--- src/rtl/entropy_xor_pkg.sv ---
package entropy_xor_pkg;

    // Ceiling of a / b for positive operands.
    function automatic int ceil_div(input int a, input int b);
        return (a + b - 1) / b;
    endfunction

    // Number of register levels needed to reduce k bits to one.
    function automatic int tree_levels(input int k, input int g);
        int w;
        int n;
        w = k;
        n = 0;
        if (g < 2) return 0;
        while (w > 1) begin
            w = ceil_div(w, g);
            n++;
        end
        return n;
    endfunction

    // Width of the vector entering level lvl (lvl = 0 is the raw input).
    function automatic int level_width(input int k, input int g, input int lvl);
        int w;
        w = k;
        for (int i = 0; i < lvl; i++) begin
            w = ceil_div(w, g);
        end
        return w;
    endfunction

endpackage

--- src/rtl/xor_group_cell.sv ---
module xor_group_cell #(
    parameter int SPAN = 6
) (
    input  logic            clk,
    input  logic            rst,
    input  logic [SPAN-1:0] grp_in,
    output logic            grp_q
);
    always_ff @(posedge clk) begin
        if (rst) grp_q <= 1'b0;
        else     grp_q <= ^grp_in;
    end
endmodule

--- src/rtl/xor_tree_level.sv ---
module xor_tree_level #(
    parameter int W_IN        = 25,
    parameter int GROUP_WIDTH = 6
) (
    input  logic                                                    clk,
    input  logic                                                    rst,
    input  logic [W_IN-1:0]                                         lvl_in,
    output logic [entropy_xor_pkg::ceil_div(W_IN, GROUP_WIDTH)-1:0] lvl_out
);
    import entropy_xor_pkg::*;

    localparam int W_OUT = ceil_div(W_IN, GROUP_WIDTH);

    for (genvar j = 0; j < W_OUT; j++) begin : group_g
        localparam int LO   = j * GROUP_WIDTH;
        // The final group may hold fewer bits than GROUP_WIDTH.
        localparam int SPAN = ((W_IN - LO) < GROUP_WIDTH) ? (W_IN - LO) : GROUP_WIDTH;
        xor_group_cell #(.SPAN(SPAN)) u_cell (
            .clk    (clk),
            .rst    (rst),
            .grp_in (lvl_in[LO +: SPAN]),
            .grp_q  (lvl_out[j])
        );
    end
endmodule

--- src/rtl/fill_tracker.sv ---
module fill_tracker #(
    parameter int DEPTH = 2
) (
    input  logic clk,
    input  logic rst,
    output logic full
);
    logic [DEPTH-1:0] fill_sr;

    always_ff @(posedge clk) begin
        if (rst) begin
            fill_sr <= '0;
        end else begin
            fill_sr[0] <= 1'b1;
            for (int i = 1; i < DEPTH; i++) begin
                fill_sr[i] <= fill_sr[i-1];
            end
        end
    end

    assign full = fill_sr[DEPTH-1];
endmodule

--- src/rtl/entropy_xor_combiner.sv ---
module entropy_xor_combiner #(
    parameter int SRC_COUNT   = 25,
    parameter int GROUP_WIDTH = 6
) (
    input  logic                 clk,
    input  logic                 rst,
    input  logic [SRC_COUNT-1:0] raw_bits,
    output logic                 mix_bit,
    output logic                 mix_valid
);
    import entropy_xor_pkg::*;

    localparam int LEVELS = tree_levels(SRC_COUNT, GROUP_WIDTH);

    for (genvar l = 0; l < LEVELS; l++) begin : stage_g
        localparam int WI = level_width(SRC_COUNT, GROUP_WIDTH, l);
        localparam int WO = level_width(SRC_COUNT, GROUP_WIDTH, l + 1);
        logic [WI-1:0] din;
        logic [WO-1:0] dout;

        if (l == 0) begin : g_first
            assign din = raw_bits;
        end else begin : g_next
            assign din = stage_g[l-1].dout;
        end

        xor_tree_level #(.W_IN(WI), .GROUP_WIDTH(GROUP_WIDTH)) u_level (
            .clk     (clk),
            .rst     (rst),
            .lvl_in  (din),
            .lvl_out (dout)
        );
    end

    assign mix_bit = stage_g[LEVELS-1].dout[0];

    fill_tracker #(.DEPTH(LEVELS)) u_fill (
        .clk  (clk),
        .rst  (rst),
        .full (mix_valid)
    );
endmodule

--- config.mk ---
export PLATFORM = sky130hd
export DESIGN_NAME = entropy_xor_combiner
export DESIGN_NICKNAME = d
export VERILOG_FILES = /design/src/rtl/entropy_xor_pkg.sv /design/src/rtl/xor_group_cell.sv /design/src/rtl/xor_tree_level.sv /design/src/rtl/fill_tracker.sv /design/src/rtl/entropy_xor_combiner.sv
export SDC_FILE = /design/constraint.sdc
export NUM_CORES = 1
export LEC_CHECK = 0
export ABC_CLOCK_PERIOD_IN_PS = 1100
export BUFFER_PORTS_ARGS = -buffer_cell sky130_fd_sc_hd__buf_2
export CAP_MARGIN = 20
export CORE_MARGIN = 8
export CORE_UTILIZATION = 35
export CTS_CLUSTER_DIAMETER = 50
export DETAILED_ROUTE_END_ITERATION = 10
export GPL_ROUTABILITY_DRIVEN = 0
export PLACE_DENSITY = 0.74
export SYNTH_ARGS = -nofsm -noshare
export SYNTH_HDL_FRONTEND = slang
export SYNTH_HIERARCHICAL = 1
export SYNTH_SLANG_ARGS = --single-unit
--- constraint.sdc ---
create_clock -name clk -period 1.1 [get_ports clk]
set_clock_uncertainty 0.15 [all_clocks]
set_input_delay 0.055 -clock clk [delete_from_list [all_inputs] [get_ports clk]]
set_output_delay 0.055 -clock clk [all_outputs]
set_load 0.02 [all_outputs]
==> metrics <==
status finished with violations; violated checks negative hold slack, negative setup slack; first-pass GRT wire length about 1300 µm; worst vdd ir 0.000922 V; Total Die Area between 2000 and 3000 µm²; Global Route Usage Sum 0.0630; Fmax 885 MHz; min Tclk post-route 1.13 ns; reg2reg setup slack -0.03 ns; clock sinks 8; Cell Pwr Density around 1400 nW/µm²; H-tree Lvls 1; Ys Warns 6; vias in the first global route 359; HPWL Detailed 680 µm; final core utilization 0.526; Net Count, Synth 62; I/O pin count 29; Mapped Cells 35; Clk pin slew, worst setup/hold paths approximately 0.050 ns; initial antenna violation count 0; CP Cell Sequence xnor3_1 -> xnor2_1 -> nor2_1; Placed Cells 78; WP depth 3; Final Hold Viols 7; Crit. Startpoint stage_g[0].u_level/group_g[1].u_cell/grp_q$_SDFF_PP0_; biggest area consumer among synthesized cells dfxtp_1; CP startpoint kind flop; TritonCTS clock tree built; DRC violations left 0; routed vias approximately 330; dominant synthesized flop cell dfxtp_1; DIE HEIGHT 52.1 µm; worst hold margin -0.0771 ns; initial DRC count 3; CP Data Required Time about 1.1 ns; Critical R2R Capture stage_g[1].u_level/group_g[0].u_cell/grp_q$_SDFF_PP0_; Initial Util 0.365; Pins Over Slew Limit 0; global route total overflow 0; delay-heaviest family, CP XOR/XNOR gates; Post-DRT Antenna Nets 0; Clock Latency Late Sink around 0.25 ns; period utilization 1.03; Non-Filler Instances 83; area of the core 1250 µm²; buffer levels on the longest clock path 2; flops & latches, synth 8; Slew @ Worst Pin 0.191 ns; Via density 4.02; Die X 52.1 µm; final instance area about 660 µm²; Area contributors post-synth dfxtp_1 35%, xnor3_1 25%, xnor2_1 17%, xor2_1 7.7%, xnor2_4 6.0%; Inserted Diodes 0; row count 13; ys async rst share 0; WP data arrival 1.12 ns; worst reg2reg path depth 3; Setup TNS -0.0306 ns; CP endpoint kind flop; DP Area approximately 620 µm²; area of the mapped netlist 457 µm²; Setup crit end stage_g[1].u_level/group_g[0].u_cell/grp_q$_SDFF_PP0_; CTS buffer count 3; worst min path class in -> reg; Slew headroom 0.872; CP max FO 1; max cap viols 0; layout cell share with drive strength beyond 1 0.500; drt wl/cell between 9 and 10 µm; most common cell in the netlist xnor2_1; Crit path buffers/inverters 0; slowest cell delay on critical path 0.38 ns; Root Buffer clkbuf_4; post-synthesis sequential area ratio 0.351; endpoints failing setup 1; crit path kind reg -> reg; drt first pass iters 2; P_leak approximately 0.34 nW; number of hold buffers added after CTS 2; final WL about 780 µm; largest net degree at the start of global routing 9; Mapped Avg Cell Area 13.0 µm²; Port Buf Inserts 28; Slowest cell on crit path xnor3_1; Synth cell types 9; top cell type's share of synthesized area 0.351; Nets 97; Final WS setup -0.0306 ns; Critical R2R Launch stage_g[0].u_level/group_g[1].u_cell/grp_q$_SDFF_PP0_; number of flops mapped to enable cells by yosys 0; synth cell count leaders 9 x xnor2_1, 8 x dfxtp_1, 5 x nor2_1, 5 x xnor3_1, 4 x xor2_1; Post-CTS Setup Inserts 0; filler instances 123; Area Overhead vs Synth 44.4%; RSZ-0062 raised after global routing yes
## state kept, by name, indices dropped and copies added (netlist names)
register                              flops
u_fill/fill_sr                            2
stage_g.u_level/group_g.u_cell/grp_q      6
## per-layer routing
layer	wire length, µm	part of all wire	track usage	vias up
met4	0	0	0.0133	0
met3	83	0.11	0.0513	0
met5	0	0	0	-
li1	-	-	-	175
met1	241	0.31	0.0495	144
met2	451	0.58	0.116	15
## per-stage QoR
stage / setup WS [ns] / total power, mW
floorplan: -0.00563 / 0.618
global placement: -0.0219 / 0.700
detailed placement: -0.0334 / 0.705
CTS: -0.0379 / 0.933
global route: -0.0929 / 0.983
finish: -0.0306 / 0.917
## where the power goes
group          internal [mW]  switching (mW)
logic                  0.226           0.105
registers              0.341          0.0271
clock network          0.124          0.0931
## worst register-to-register path: cells and delay by family (launching register included)
kind             cells  cell delay [ns]
XOR/XNOR             2             0.52
AND/OR/NAND/NOR      1             0.05
flip-flops           1             0.31
## final cells by class
cell class	instances	area [µm²]	area share
inverters	1	3.75	0.00569
flip-flops and latches	8	161	0.245
repair buffers	30	160	0.243
multi-input cells	26	293	0.444
well taps	15	18.8	0.0285
clock buffers	3	22.5	0.0342
## kinds of logic after synthesis
kind of cell | synth area share
xor+xnor | 0.556
flops | 0.351
simple gates | 0.0849
buf+inv | 0.00821
## placed cells by master (no fill, tap or decap), drive strengths merged
| cell | netlist | final |
|---|---|---|
| xor2 | 4 | 4 |
| xnor3 | 5 | 5 |
| dlygate4sd3 | 0 | 2 |
| dfxtp | 8 | 8 |
| nor2b | 2 | 2 |
| inv | 1 | 1 |
| buf | 0 | 28 |
| clkbuf | 0 | 3 |
| xnor2 | 10 | 10 |
| nor2 | 5 | 5 |
## repair_timing
action                                 in CTS  in global routing
resized for setup                           0                  1
cloned                                      0                  0
endpoints found under the hold margin       8                  7
setup endpoints to repair                   1                  1
## worst min path at each step
stage	start	endpoint	cells past startpoint
2_1_floorplan	rst	u_fill/fill_sr[0]$_DFF_P_	1
3_3_place_gp	raw_bits[24]	stage_g[0].u_level/group_g[4].u_cell/grp_q$_SDFF_PP0_	2
3_5_place_dp	raw_bits[24]	stage_g[0].u_level/group_g[4].u_cell/grp_q$_SDFF_PP0_	2
4_1_cts	rst	stage_g[0].u_level/group_g[4].u_cell/grp_q$_SDFF_PP0_	2
5_1_grt	rst	stage_g[0].u_level/group_g[4].u_cell/grp_q$_SDFF_PP0_	2
6_report	rst	stage_g[0].u_level/group_g[4].u_cell/grp_q$_SDFF_PP0_	2
Note: power is estimated with default switching activity, not from simulation.
